==> src/rtl/cop_ctl_pkg.sv <==
package cop_ctl_pkg;
   localparam int unsigned NUM_SRC     = 3;
   localparam int unsigned MIN_REG_W   = 12;
   localparam int unsigned B_SOFT_RST  = 0;
   localparam int unsigned B_IRQ_REQ   = 1;
   localparam int unsigned B_HALT      = 2;
   localparam int unsigned B_SRC_BASE  = 3;
   localparam int unsigned B_DMA       = 9;
   localparam int unsigned B_FULL_RST  = 11;
   localparam int unsigned NUM_PULSE   = 3;

   typedef enum logic [1:0] {
      SRC_AUDIO = 2'd0,
      SRC_AUX   = 2'd1,
      SRC_COP   = 2'd2
   } src_e;

   function automatic int unsigned stat_pos(input int unsigned idx);
      return B_SRC_BASE + 2 * idx;
   endfunction

   function automatic int unsigned mask_pos(input int unsigned idx);
      return B_SRC_BASE + 2 * idx + 1;
   endfunction

   function automatic int unsigned pulse_pos(input int unsigned idx);
      int unsigned p;
      case (idx)
         0:       p = B_SOFT_RST;
         1:       p = B_IRQ_REQ;
         default: p = B_FULL_RST;
      endcase
      return p;
   endfunction
endpackage

==> src/rtl/cop_irq_src.sv <==
module cop_irq_src #(
   parameter bit EDGE_MODE = 1'b1
) (
   input  logic clk,
   input  logic rst_n,
   input  logic src_i,
   input  logic wr_i,
   input  logic clr_bit_i,
   input  logic mask_bit_i,
   output logic stat_o,
   output logic mask_o,
   output logic req_o
);
   logic evt;
   logic stat_q;
   logic mask_q;

   generate
      if (EDGE_MODE) begin : g_edge
         logic src_q;
         always_ff @(posedge clk) begin
            if (!rst_n) src_q <= 1'b0;
            else        src_q <= src_i;
         end
         assign evt = src_i & ~src_q;
      end else begin : g_level
         assign evt = src_i;
      end
   endgenerate

   always_ff @(posedge clk) begin
      if (!rst_n) begin
         stat_q <= 1'b0;
         mask_q <= 1'b0;
      end else begin
         if (evt)                   stat_q <= 1'b1;
         else if (wr_i && clr_bit_i) stat_q <= 1'b0;
         if (wr_i) mask_q <= mask_bit_i;
      end
   end

   assign stat_o = stat_q;
   assign mask_o = mask_q;
   assign req_o  = stat_q & mask_q;
endmodule

==> src/rtl/cop_pulse_gen.sv <==
module cop_pulse_gen #(
   parameter int unsigned N = 3
) (
   input  logic         clk,
   input  logic         rst_n,
   input  logic [N-1:0] fire_i,
   output logic [N-1:0] pulse_o
);
   generate
      for (genvar g = 0; g < N; g++) begin : g_pulse
         logic p_q;
         always_ff @(posedge clk) begin
            if (!rst_n) p_q <= 1'b0;
            else        p_q <= fire_i[g];
         end
         assign pulse_o[g] = p_q;
      end
   endgenerate
endmodule

==> src/rtl/cop_ctl_reg.sv <==
module cop_ctl_reg
   import cop_ctl_pkg::*;
#(
   parameter int unsigned REG_W    = 16,
   parameter bit          HALT_RST = 1'b0,
   parameter bit          EDGE_MODE = 1'b1
) (
   input  logic             clk,
   input  logic             rst_n,
   input  logic             wr_en,
   input  logic [REG_W-1:0] wr_data,
   output logic [REG_W-1:0] rd_data,
   input  logic [2:0]       src_evt,
   input  logic             dma_busy,
   output logic             host_irq,
   output logic             cop_halt,
   output logic             cop_reset_o,
   output logic             cop_soft_reset_o,
   output logic             cop_irq_req
);
   localparam int unsigned TOP_UNUSED = REG_W - 1;

   generate
      if (REG_W < MIN_REG_W) begin : g_bad_width
         $error("cop_ctl_reg: REG_W must hold bit 11");
      end
   endgenerate

   logic [NUM_SRC-1:0]   stat;
   logic [NUM_SRC-1:0]   mask;
   logic [NUM_SRC-1:0]   req;
   logic [NUM_PULSE-1:0] fire;
   logic [NUM_PULSE-1:0] pulse;
   logic                 halt_q;

   generate
      for (genvar s = 0; s < NUM_SRC; s++) begin : g_src
         cop_irq_src #(.EDGE_MODE(EDGE_MODE)) src_i (
            .clk        (clk),
            .rst_n      (rst_n),
            .src_i      (src_evt[s]),
            .wr_i       (wr_en),
            .clr_bit_i  (wr_data[stat_pos(s)]),
            .mask_bit_i (wr_data[mask_pos(s)]),
            .stat_o     (stat[s]),
            .mask_o     (mask[s]),
            .req_o      (req[s])
         );
      end
      for (genvar p = 0; p < NUM_PULSE; p++) begin : g_fire
         assign fire[p] = wr_en & wr_data[pulse_pos(p)];
      end
   endgenerate

   cop_pulse_gen #(.N(NUM_PULSE)) pulse_i (
      .clk     (clk),
      .rst_n   (rst_n),
      .fire_i  (fire),
      .pulse_o (pulse)
   );

   always_ff @(posedge clk) begin
      if (!rst_n)     halt_q <= HALT_RST;
      else if (wr_en) halt_q <= wr_data[B_HALT];
   end

   always_comb begin
      rd_data = '0;
      rd_data[B_HALT] = halt_q;
      rd_data[B_DMA]  = dma_busy;
      for (int i = 0; i < NUM_SRC; i++) begin
         rd_data[stat_pos(i)] = stat[i];
         rd_data[mask_pos(i)] = mask[i];
      end
   end

   logic unused_wr;
   assign unused_wr = ^{wr_data[TOP_UNUSED:B_FULL_RST+1], wr_data[10], wr_data[B_DMA]};

   assign host_irq         = |req;
   assign cop_halt         = halt_q;
   assign cop_soft_reset_o = pulse[0];
   assign cop_irq_req      = pulse[1];
   assign cop_reset_o      = pulse[2];
endmodule

==> config.mk <==
export PLATFORM = sky130hd
export DESIGN_NAME = cop_ctl_reg
export DESIGN_NICKNAME = d
export VERILOG_FILES = /design/src/rtl/cop_ctl_pkg.sv /design/src/rtl/cop_irq_src.sv /design/src/rtl/cop_pulse_gen.sv /design/src/rtl/cop_ctl_reg.sv
export SDC_FILE = /design/constraint.sdc
export NUM_CORES = 1
export LEC_CHECK = 0
export BUFFER_PORTS_ARGS = -buffer_cell sky130_fd_sc_hd__buf_2
export CAP_MARGIN = 20
export CORE_ASPECT_RATIO = 1.1
export CORE_UTILIZATION = 40
export CTS_CLUSTER_DIAMETER = 60
export DETAILED_ROUTE_END_ITERATION = 8
export PLACE_DENSITY = 0.92
export SLEW_MARGIN = 20
export SYNTH_ARGS = -nofsm -noshare
export SYNTH_HDL_FRONTEND = slang
export SYNTH_HIERARCHICAL = 1
export SYNTH_SLANG_ARGS = --single-unit
==> constraint.sdc <==
create_clock -name clk -period 2.6 [get_ports clk]
set_input_delay 0.26 -clock clk [delete_from_list [all_inputs] [get_ports clk]]
set_output_delay 0.26 -clock clk [all_outputs]
set_load 0.01 [all_outputs]
==> metrics.csv, run 1 <==
metric;value;unit
Critical Path Source Type;flip-flop;
share of cells above drive strength 1;40.2;%
Mapped Avg Cell Area;10.1;um^2
final setup fails;0;
post-CTS setup buffers;0;
Unique masters post-synth;11;
post-synth top area share;45.2;%
Die ar.;1590;um^2
DP Wirelength;723;um
most frequent cells in the layout;27 x buf_2, 13 x dfxtp_1, 9 x and2_1;
first-pass GRT wire length;1460;um
H-tree levels;1;
detailed-route DRC error count;0;
synthesized netlist cell count;57;
Period minus WS final;1.52;ns
Max Freq;0.657;GHz
initial antenna violation count;0;
CTS Buf Count;3;
Core ar.;1250;um^2
Total GRT Usage;13.3;%
max-slew violations;0;
Final Hold Fails;0;
WP data arrival;1.26;ns
Clock Pin Slew Worst Setup and Hold Paths;0.08;ns
Row Count;13;
CTS resizes;0;
critical path, cell by cell;and2_1 -> or3_1 -> buf_2;
starting density of the core;46.0;%
status;finished, final reports clean;
RSZ-0062 raised after global routing;no;
drt total wl;937;um
Hold Path Class;in -> reg;
register area share after synthesis;45.2;%
pin count of the biggest net entering global routing;17;
Cell Pwr Density;580;nW/um^2
P_leak;0.000373;uW
# Max-Cap Violations;0;
Crit. End Element;output pin;
via count;412;
fin crit share;58.6;%
grt total ovfl;0;
TritonRoute pass-1 iters;2;
IR drop worst, VDD;0.469;mV
area grow syn2layout;18.9;%
DR WL/cell;9.66;um
vias in the first global route;366;
cts hold-fix bufs;0;
Crit Path Max Fanout;3;
TritonCTS clock tree;built;
slowest stage cell, crit path;or3_1;
Die Ht;41.8;um
Critical Path RT;2.34;ns
clock sinks;13;
kind of critical path;reg -> out;
Fin Clk Skew;0.000171;ns
crit-path max cell delay;0.37;ns
cell area after synthesis;576;um^2
Worst-Skew Late Latency;0.27;ns
DIE WIDTH;38.2;um
number of diodes;0;
GPL Wtd Cong;0.638;
CP delay by family, top;simple AND/OR/NAND/NOR gates;
Setup Total Neg Slack;0;ns
post-route ant nets;0;
clock buffer depth;2;
Placed Area;658;um^2
port bufs;27;
Synth area leaders;dfxtp_1 45%, buf_4 17%, and2_1 9.8%;
Yosys top cell by area;dfxtp_1;
#FFs+latches synth;13;
Vias/cell;4.25;
Crit path buffers/inverters;1;
commonest non-fill, non-tap cell in the layout;buf_2;
DRT iter0 DRCs;1;
post-route cell area;684;um^2
count of nets after finishing;106;
CTS root buffer;clkbuf_4;
num ports;44;
Yosys warnings;6;
[power breakdown]
part	total (uW)	leakage, uW	internal, uW	switching, uW
Clock	122	0.0000150	59.4	62.6
Sequential	217	0.000108	211	5.84
Combinational	57.9	0.000250	29.5	28.4
[routing by layer]
metal,up-vias,global-route usage (%),part of all wire [%]
met5,-,0,0
met4,0,2.14,0
met3,0,10.2,11
met2,28,20.0,46
met1,172,15.0,44
li1,212,-,-
[per-stage QoR]
stage | setup WS, ns | total power (uW) | util (%) | hold slack, ns | instances
4_1_cts | 1.07 | 401 | 54.6 | 0.210 | 97
3_3_place_gp | 1.39 | 278 | 52.5 | 0.481 | 93
6_report | 1.08 | 397 | 54.6 | 0.213 | 97
5_1_grt | 1.03 | 425 | 54.6 | 0.197 | 97
2_1_floorplan | 1.46 | 265 | - | 0.382 | 64
3_5_place_dp | 1.38 | 280 | 52.5 | 0.480 | 93
[sequential cells by signal, indices dropped and copies added, names as in the netlist]
name and count:
cop_halt 1, g_src.src_i/mask_o 3, g_src.src_i/stat_o 3, pulse_i/g_pulse.p_q 3
g_src.src_i/g_edge.src_q 3
[synthesized netlist by cell type]
library cell / number
buf_4: 13
dfxtp_1: 13
and2_1: 9
mux2i_1: 4
nor2b_1: 4
a31o_1: 3
and2_2: 3
and3b_1: 3
nand2_1: 3
conb_1: 1
or3_1: 1
[final cells by class]
class                      count  area, um^2
tap                           15        18.8
clock buffer                   4        26.3
multi-input combinational     38         244
timing repair buffer          27         135
fill                         123         568
sequential                    13         260
[kinds of logic after synthesis]
group	Yosys count	synth area share [%]
mux	4	6.96
buf+inv	13	17.0
other cells	1	0.652
simple gates	23	25.7
compound gates	3	4.57
flops	13	45.2
[worst paths after layout]
path / slack (ns) / to / startpoint / depth (start not counted)
max reg2reg: 1.85 / g_src[1].src_i/stat_o / g_src[1].src_i/g_edge.src_q / 2
min: 0.21 / g_src[1].src_i/g_edge.src_q / src_evt[1] / 2
min reg2reg: 0.50 / g_src[0].src_i/stat_o / g_src[0].src_i/stat_o / 1
max: 1.08 / host_irq / g_src[1].src_i/stat_o / 3
No activity file was read; power rests on OpenSTA's default activity.
==> run 2: changes to the inputs <==
--- a/config.mk
+++ b/config.mk
@@ -5,13 +5,14 @@
 export SDC_FILE = /design/constraint.sdc
 export NUM_CORES = 1
 export LEC_CHECK = 0
+export ABC_AREA = 1
 export BUFFER_PORTS_ARGS = -buffer_cell sky130_fd_sc_hd__buf_2
 export CAP_MARGIN = 20
 export CORE_ASPECT_RATIO = 1.1
-export CORE_UTILIZATION = 40
+export CORE_UTILIZATION = 38
 export CTS_CLUSTER_DIAMETER = 60
 export DETAILED_ROUTE_END_ITERATION = 8
-export PLACE_DENSITY = 0.92
+export PLACE_DENSITY = 0.88
 export SLEW_MARGIN = 20
 export SYNTH_ARGS = -nofsm -noshare
 export SYNTH_HDL_FRONTEND = slang
==> constraint.sdc (replaced) <==
create_clock -name clk -period 1.5 [get_ports clk]
set_input_delay 0.15 -clock clk [delete_from_list [all_inputs] [get_ports clk]]
set_output_delay 0.15 -clock clk [all_outputs]
set_load 0.01 [all_outputs]
==> metrics.csv, run 2 <==
metric;value;unit;change
Period minus WS final;1.13;ns;
Yosys top cell by area;dfxtp_1;;unchanged
max-slew violations;0;;unchanged
most frequent cells in the layout;27 x buf_2, 24 x nand2_1, 17 x inv_1;;was 27 x buf_2, 13 x dfxtp_1, 9 x and2_1
cell repeated most along the worst path;nand2_1;;
count leader, synth;nand2_1;;
num ports;44;;unchanged
# Max-Cap Violations;0;;unchanged
area grow syn2layout;18.0;%;was 18.9%
clock sinks;13;;unchanged
count of nets after finishing;138;;was 106
Tot Pwr;699;uW;was 397 uW
top cells by count, synth;24 x nand2_1, 17 x inv_1, 13 x buf_4, 13 x dfxtp_1, 9 x nor2_1;;was 13 x buf_4, 13 x dfxtp_1, 9 x and2_1, 4 x mux2i_1, 4 x nor2b_1
Clock Pin Slew Worst Setup and Hold Paths;0.08;ns;about the same
share of cells above drive strength 1;34.2;%;was 40.2%
DRT iter0 DRCs;4;;was 1
vias in the first global route;364;;was 366
via count;527;;was 412
H-tree levels;1;;unchanged
commonest non-fill, non-tap cell in the layout;buf_2;;unchanged
Row Count;14;;was 13
final setup fails;0;;unchanged
grt total ovfl;0;;unchanged
Die ar.;1780;um^2;was 1590 um^2
WP data arrival;0.98;ns;was 1.26 ns
clock buffer depth;2;;unchanged
Yosys warnings;6;;unchanged
Final Hold Fails;0;;unchanged
DR WL/cell;7.25;um;was 9.66 um
kind of critical path;reg -> out;;unchanged
FF+latch area;260;um^2;unchanged
Finished Layout Cells;130;;was 97
pin count of the biggest net entering global routing;15;;was 17
Total GRT Usage;11.6;%;was 13.3%
#FFs+latches synth;13;;unchanged
Fill cells;157;;was 123
DIE WIDTH;40.3;um;was 38.2 um
Synth Flop Type;dfxtp_1;;unchanged
CP delay by family, top;flip-flops;;was simple AND/OR/NAND/NOR gates
slowest stage cell, crit path;dfxtp_1;;was or3_1
Unique masters post-synth;9;;was 11
Crit path buffers/inverters;2;;was 1
port bufs;27;;unchanged
TritonRoute pass-1 iters;2;;unchanged
Cell Pwr Density;966;nW/um^2;was 580 nW/um^2
crit-path max cell delay;0.33;ns;was 0.37 ns
CTS resizes;0;;unchanged
RSZ-0062 raised after global routing;no;;unchanged
Async S/R FF share, synth;0;%;unchanged
Vias/cell;4.05;;was 4.25
multi-input logic area;206;um^2;was 244 um^2
register area share after synthesis;42.4;%;was 45.2%
Crit Path Max Fanout;3;;unchanged
Die Ht;44.1;um;was 41.8 um
synthesized netlist cell count;89;;was 57
Mapped Avg Cell Area;6.89;um^2;was 10.1 um^2
Crit. End Element;output pin;;unchanged
Setup Total Neg Slack;0;ns;unchanged
drt total wl;943;um;was 937 um
CTS root buffer;clkbuf_4;;unchanged
detailed-route DRC error count;0;;unchanged
IR drop worst, VDD;0.400;mV;was 0.469 mV
post-CTS setup buffers;0;;unchanged
worst reg2reg path depth;2;;unchanged
critical path, cell by cell;nand2_1 -> inv_1 -> nor2_1 -> nand2_1 -> buf_2;;was and2_1 -> or3_1 -> buf_2
Core ar.;1440;um^2;was 1250 um^2
Worst-Skew Late Latency;0.26;ns;was 0.27 ns
Hold Crit Depth;3;;was 2
post-route ant nets;0;;unchanged
GPL Wtd Cong;0.662;;was 0.638
Hold Path Class;in -> reg;;unchanged
Synth area leaders;dfxtp_1 42%, buf_4 16%, nand2_1 15%;;was dfxtp_1 45%, buf_4 17%, and2_1 9.8%
DP Wirelength;742;um;was 723 um
status;finished, final reports clean;;unchanged
fin crit share;75.2;%;
Critical Path RT;1.35;ns;was 2.34 ns
EDFF count, synth;0;;unchanged
CTS Buf Count;3;;unchanged
initial antenna violation count;0;;unchanged
Setup WS post-layout;0.371;ns;was 1.08 ns
Fin Clk Skew;0.000137;ns;was 0.000171 ns
first-pass GRT wire length;1350;um;was 1460 um
starting density of the core;42.7;%;was 46.0%
cts hold-fix bufs;0;;unchanged
placed cell count;126;;was 93
pre-CTS setup slack;0.655;ns;was 1.38 ns
Max Freq;0.886;GHz;
post-synth top area share;42.4;%;was 45.2%
Crit path depth;5;;was 3
cell area after synthesis;613;um^2;was 576 um^2
number of diodes;0;;unchanged
P_leak;0.000492;uW;was 0.000373 uW
TritonCTS clock tree;built;;unchanged
Critical Path Source Type;flip-flop;;unchanged
run 2: layout make-up:
class,count,share of cell area [%]
multi-input combinational,50,28.5
clock buffer,4,3.63
timing repair buffer,27,18.7
tap,16,2.77
sequential,13,36.0
inverter,20,10.4
run 2: worst reg2reg max path, cell delays in order, from the launching register on:
cell and delay [ns]:
dfxtp_1 0.33, nor2_1 0.10, nor2_1 0.05
run 2: metal layers:
layer,global-route usage (%),part of all wire (%),vias up,wire [um]
li1,-,-,282,-
met2,18.4,46,23,432
met3,3.02,8.4,4,79
met4,10.0,2.4,0,23
met1,12.2,43,218,408
met5,0,0,-,0
run 2: power by group:
group	internal [uW]	switching, uW	total, uW
clock	103	105	207
combinational	46.8	66.2	113
sequential	367	11.0	378
run 2: path summary, 6_finish.rpt:
| kind | from | to | slack [ns] |
|---|---|---|---|
| hold reg to reg | g_src[0].src_i/g_edge.src_q | g_src[0].src_i/stat_o | 0.48 |
| setup / recovery | g_src[1].src_i/stat_o | host_irq | 0.37 |
| setup reg to reg | g_src[0].src_i/mask_o | g_src[0].src_i/mask_o | 0.92 |
| hold / removal | src_evt[1] | g_src[1].src_i/g_edge.src_q | 0.08 |
run 2: stage by stage:
| stage | hold WS [ns] | instance area, um^2 | util [%] |
|---|---|---|---|
| 6_report | 0.0831 | 723 | 50.3 |
| 2_1_floorplan | 0.243 | 639 | - |
| 4_1_cts | 0.0775 | 723 | 50.3 |
| 3_5_place_dp | 0.300 | 697 | 48.5 |
| 5_1_grt | 0.0707 | 723 | 50.3 |
| 3_3_place_gp | 0.300 | 697 | 48.5 |
run 2: kinds of logic (layout without fill, tap and decap cells):
| family | Yosys count | count (layout) | share of synthesized area (%) |
|---|---|---|---|
| other | 1 | 8 | 0.612 |
| DFF | 13 | 13 | 42.4 |
| buffers and inverters | 33 | 51 | 28.2 |
| and+or+nand+nor | 42 | 42 | 28.8 |
==> run 3: changes to the inputs <==
--- a/config.mk
+++ b/config.mk
@@ -5,14 +5,14 @@
 export SDC_FILE = /design/constraint.sdc
 export NUM_CORES = 1
 export LEC_CHECK = 0
-export ABC_AREA = 1
+export ABC_AREA = 0
 export BUFFER_PORTS_ARGS = -buffer_cell sky130_fd_sc_hd__buf_2
 export CAP_MARGIN = 20
 export CORE_ASPECT_RATIO = 1.1
-export CORE_UTILIZATION = 38
+export CORE_UTILIZATION = 34
 export CTS_CLUSTER_DIAMETER = 60
 export DETAILED_ROUTE_END_ITERATION = 8
-export PLACE_DENSITY = 0.88
+export PLACE_DENSITY = 0.85
 export SLEW_MARGIN = 20
 export SYNTH_ARGS = -nofsm -noshare
 export SYNTH_HDL_FRONTEND = slang
==> constraint.sdc (replaced) <==
create_clock -name clk -period 1 [get_ports clk]
set_input_delay 0.1 -clock clk [delete_from_list [all_inputs] [get_ports clk]]
set_output_delay 0.1 -clock clk [all_outputs]
set_load 0.01 [all_outputs]
==> metrics.csv, run 3 (synthesized netlist as in run 1, its figures left out) <==
metric;value;unit;change
status;finished, violations left;;was finished, final reports clean
failing checks;setup timing;;
DIE WIDTH;41.2;um;was 40.3 um
post-route cell area;729;um^2;was 723 um^2
multi-input logic area;246;um^2;was 206 um^2
reg-to-reg slack, setup;0.24;ns;was 0.92 ns
via count;446;;was 527
P_leak;0.000400;uW;was 0.000492 uW
GPL Wtd Cong;0.634;;was 0.662
grt total ovfl;0;;unchanged
Hold Path Class;in -> reg;;unchanged
IR drop worst, VDD;0.763;mV;was 0.400 mV
Crit. End Element;output pin;;unchanged
CTS Buf Count;3;;unchanged
drt total wl;932;um;was 943 um
Placed Area;698;um^2;was 697 um^2
r2r endpoint;g_src[2].src_i/stat_o;;was g_src[0].src_i/mask_o
initial antenna violation count;0;;unchanged
clock buffer depth;2;;unchanged
CTS root buffer;clkbuf_4;;unchanged
TritonRoute pass-1 iters;1;;was 2
placed cell count;100;;was 126
pin count of the biggest net entering global routing;17;;was 15
WP data arrival;1.24;ns;was 0.98 ns
Period minus WS final;1.34;ns;
Critical Path Source Type;flip-flop;;unchanged
post-CTS setup buffers;0;;unchanged
# Max-Cap Violations;0;;unchanged
number of diodes;0;;unchanged
detailed-route DRC error count;0;;unchanged
first-pass GRT wire length;1510;um;was 1350 um
share of cells above drive strength 1;47.1;%;was 34.2%
Die ar.;1860;um^2;was 1780 um^2
vias in the first global route;398;;was 364
DRT iter0 DRCs;0;;was 4
Die Ht;45.2;um;was 44.1 um
TritonCTS clock tree;built;;unchanged
clock sinks;13;;unchanged
Clock Pin Slew Worst Setup and Hold Paths;0.08;ns;about the same
Hold Crit Depth;2;;was 3
num ports;44;;unchanged
Cell Pwr Density;1450;nW/um^2;was 966 nW/um^2
Fill cells;154;;was 157
Setup WS post-layout;-0.336;ns;was 0.371 ns
final setup fails;1;;was 0
worst reg2reg path depth;2;;unchanged
Max Freq;0.748;GHz;
Row Count;15;;was 14
Vias/cell;4.29;;was 4.05
Core ar.;1580;um^2;was 1440 um^2
commonest non-fill, non-tap cell in the layout;buf_2;;unchanged
Worst-Skew Late Latency;0.27;ns;was 0.26 ns
kind of critical path;reg -> out;;unchanged
fin crit share;134;%;
starting density of the core;36.5;%;was 42.7%
Hold EP;g_src[2].src_i/g_edge.src_q;;was g_src[1].src_i/g_edge.src_q
RSZ-0062 raised after global routing;yes;;was no
count of nets after finishing;111;;was 138
Final Hold Fails;0;;unchanged
FF+latch area;263;um^2;was 260 um^2
Crit Path Max Fanout;2;;was 3
RR Startpoint;g_src[2].src_i/g_edge.src_q;;was g_src[0].src_i/mask_o
Critical Path RT;0.90;ns;was 1.35 ns
DR WL/cell;8.96;um;was 7.25 um
Total GRT Usage;12.4;%;was 11.6%
most frequent cells in the layout;27 x buf_2, 11 x dfxtp_1, 8 x and2_1, 8 x conb_1, 5 x buf_4;;was 27 x buf_2, 24 x nand2_1, 17 x inv_1
Fin Hold WS;0.0511;ns;was 0.0831 ns
Finished Layout Cells;104;;was 130
max-slew violations;0;;unchanged
Fin Clk Skew;0.00384;ns;was 0.000137 ns
H-tree levels;1;;unchanged
hold wc startpoint;src_evt[2];;was src_evt[1]
area grow syn2layout;26.7;%;was 18.0%
port bufs;27;;unchanged
post-route ant nets;0;;unchanged
-- run 3: per-stage QoR --
step	setup slack (ns)	total power [uW]	utilization [%]	TNS (ns)
6_report	-0.336	1060	46.3	-0.336
5_1_grt	-0.392	1140	46.3	-0.392
4_1_cts	-0.341	1080	46.0	-0.341
3_5_place_dp	-0.0253	750	44.3	-0.0253
3_3_place_gp	-0.0285	745	44.3	-0.0285
2_1_floorplan	0.0160	689	-	0
-- run 3: final cells by class --
class / instances / area share (%)
flip-flops and latches: 13 / 36.0
multi-input cells: 38 / 33.8
repair buffers: 32 / 23.7
clock buffers: 4 / 3.60
well taps: 17 / 2.92
-- run 3: worst max-delay path, cell delays in order, from the launching register on --
cell	delay, ns
dfxtp_2	0.33
and2_4	0.14
or3_1	0.35
buf_2	0.15
-- run 3: routing by layer --
layer / routed length [um] / vias up / GRT usage, %
met3: 97 / 2 / 4.43
met1: 413 / 188 / 15.6
met5: 0 / - / 0
li1: - / 227 / -
met2: 407 / 29 / 18.4
met4: 14 / 0 / 5.81
-- run 3: worst max-delay path by stage --
stage | depth (start not counted) | endpoint | slack (ns) | startpoint
floorplan | 2 | host_irq | 0.02 | g_src[1].src_i/stat_o
global placement | 3 | host_irq | -0.03 | g_src[1].src_i/stat_o
detailed placement | 3 | host_irq | -0.03 | g_src[1].src_i/stat_o
CTS | 3 | host_irq | -0.34 | g_src[1].src_i/stat_o
global route | 3 | host_irq | -0.39 | g_src[2].src_i/stat_o
finish | 3 | host_irq | -0.34 | g_src[2].src_i/stat_o
-- run 3: power by group --
part           total (uW)  switching (uW)  internal (uW)
sequential            562            12.1            550
clock                 322             167            154
combinational         176            80.7           95.0
-- run 3: timing repair --
action                     CTS  global route
cloned                       0             0
hold buffers                 0             0
setup endpoints to repair    1             1
gates resized for setup      0             3
pin swaps                    0             1
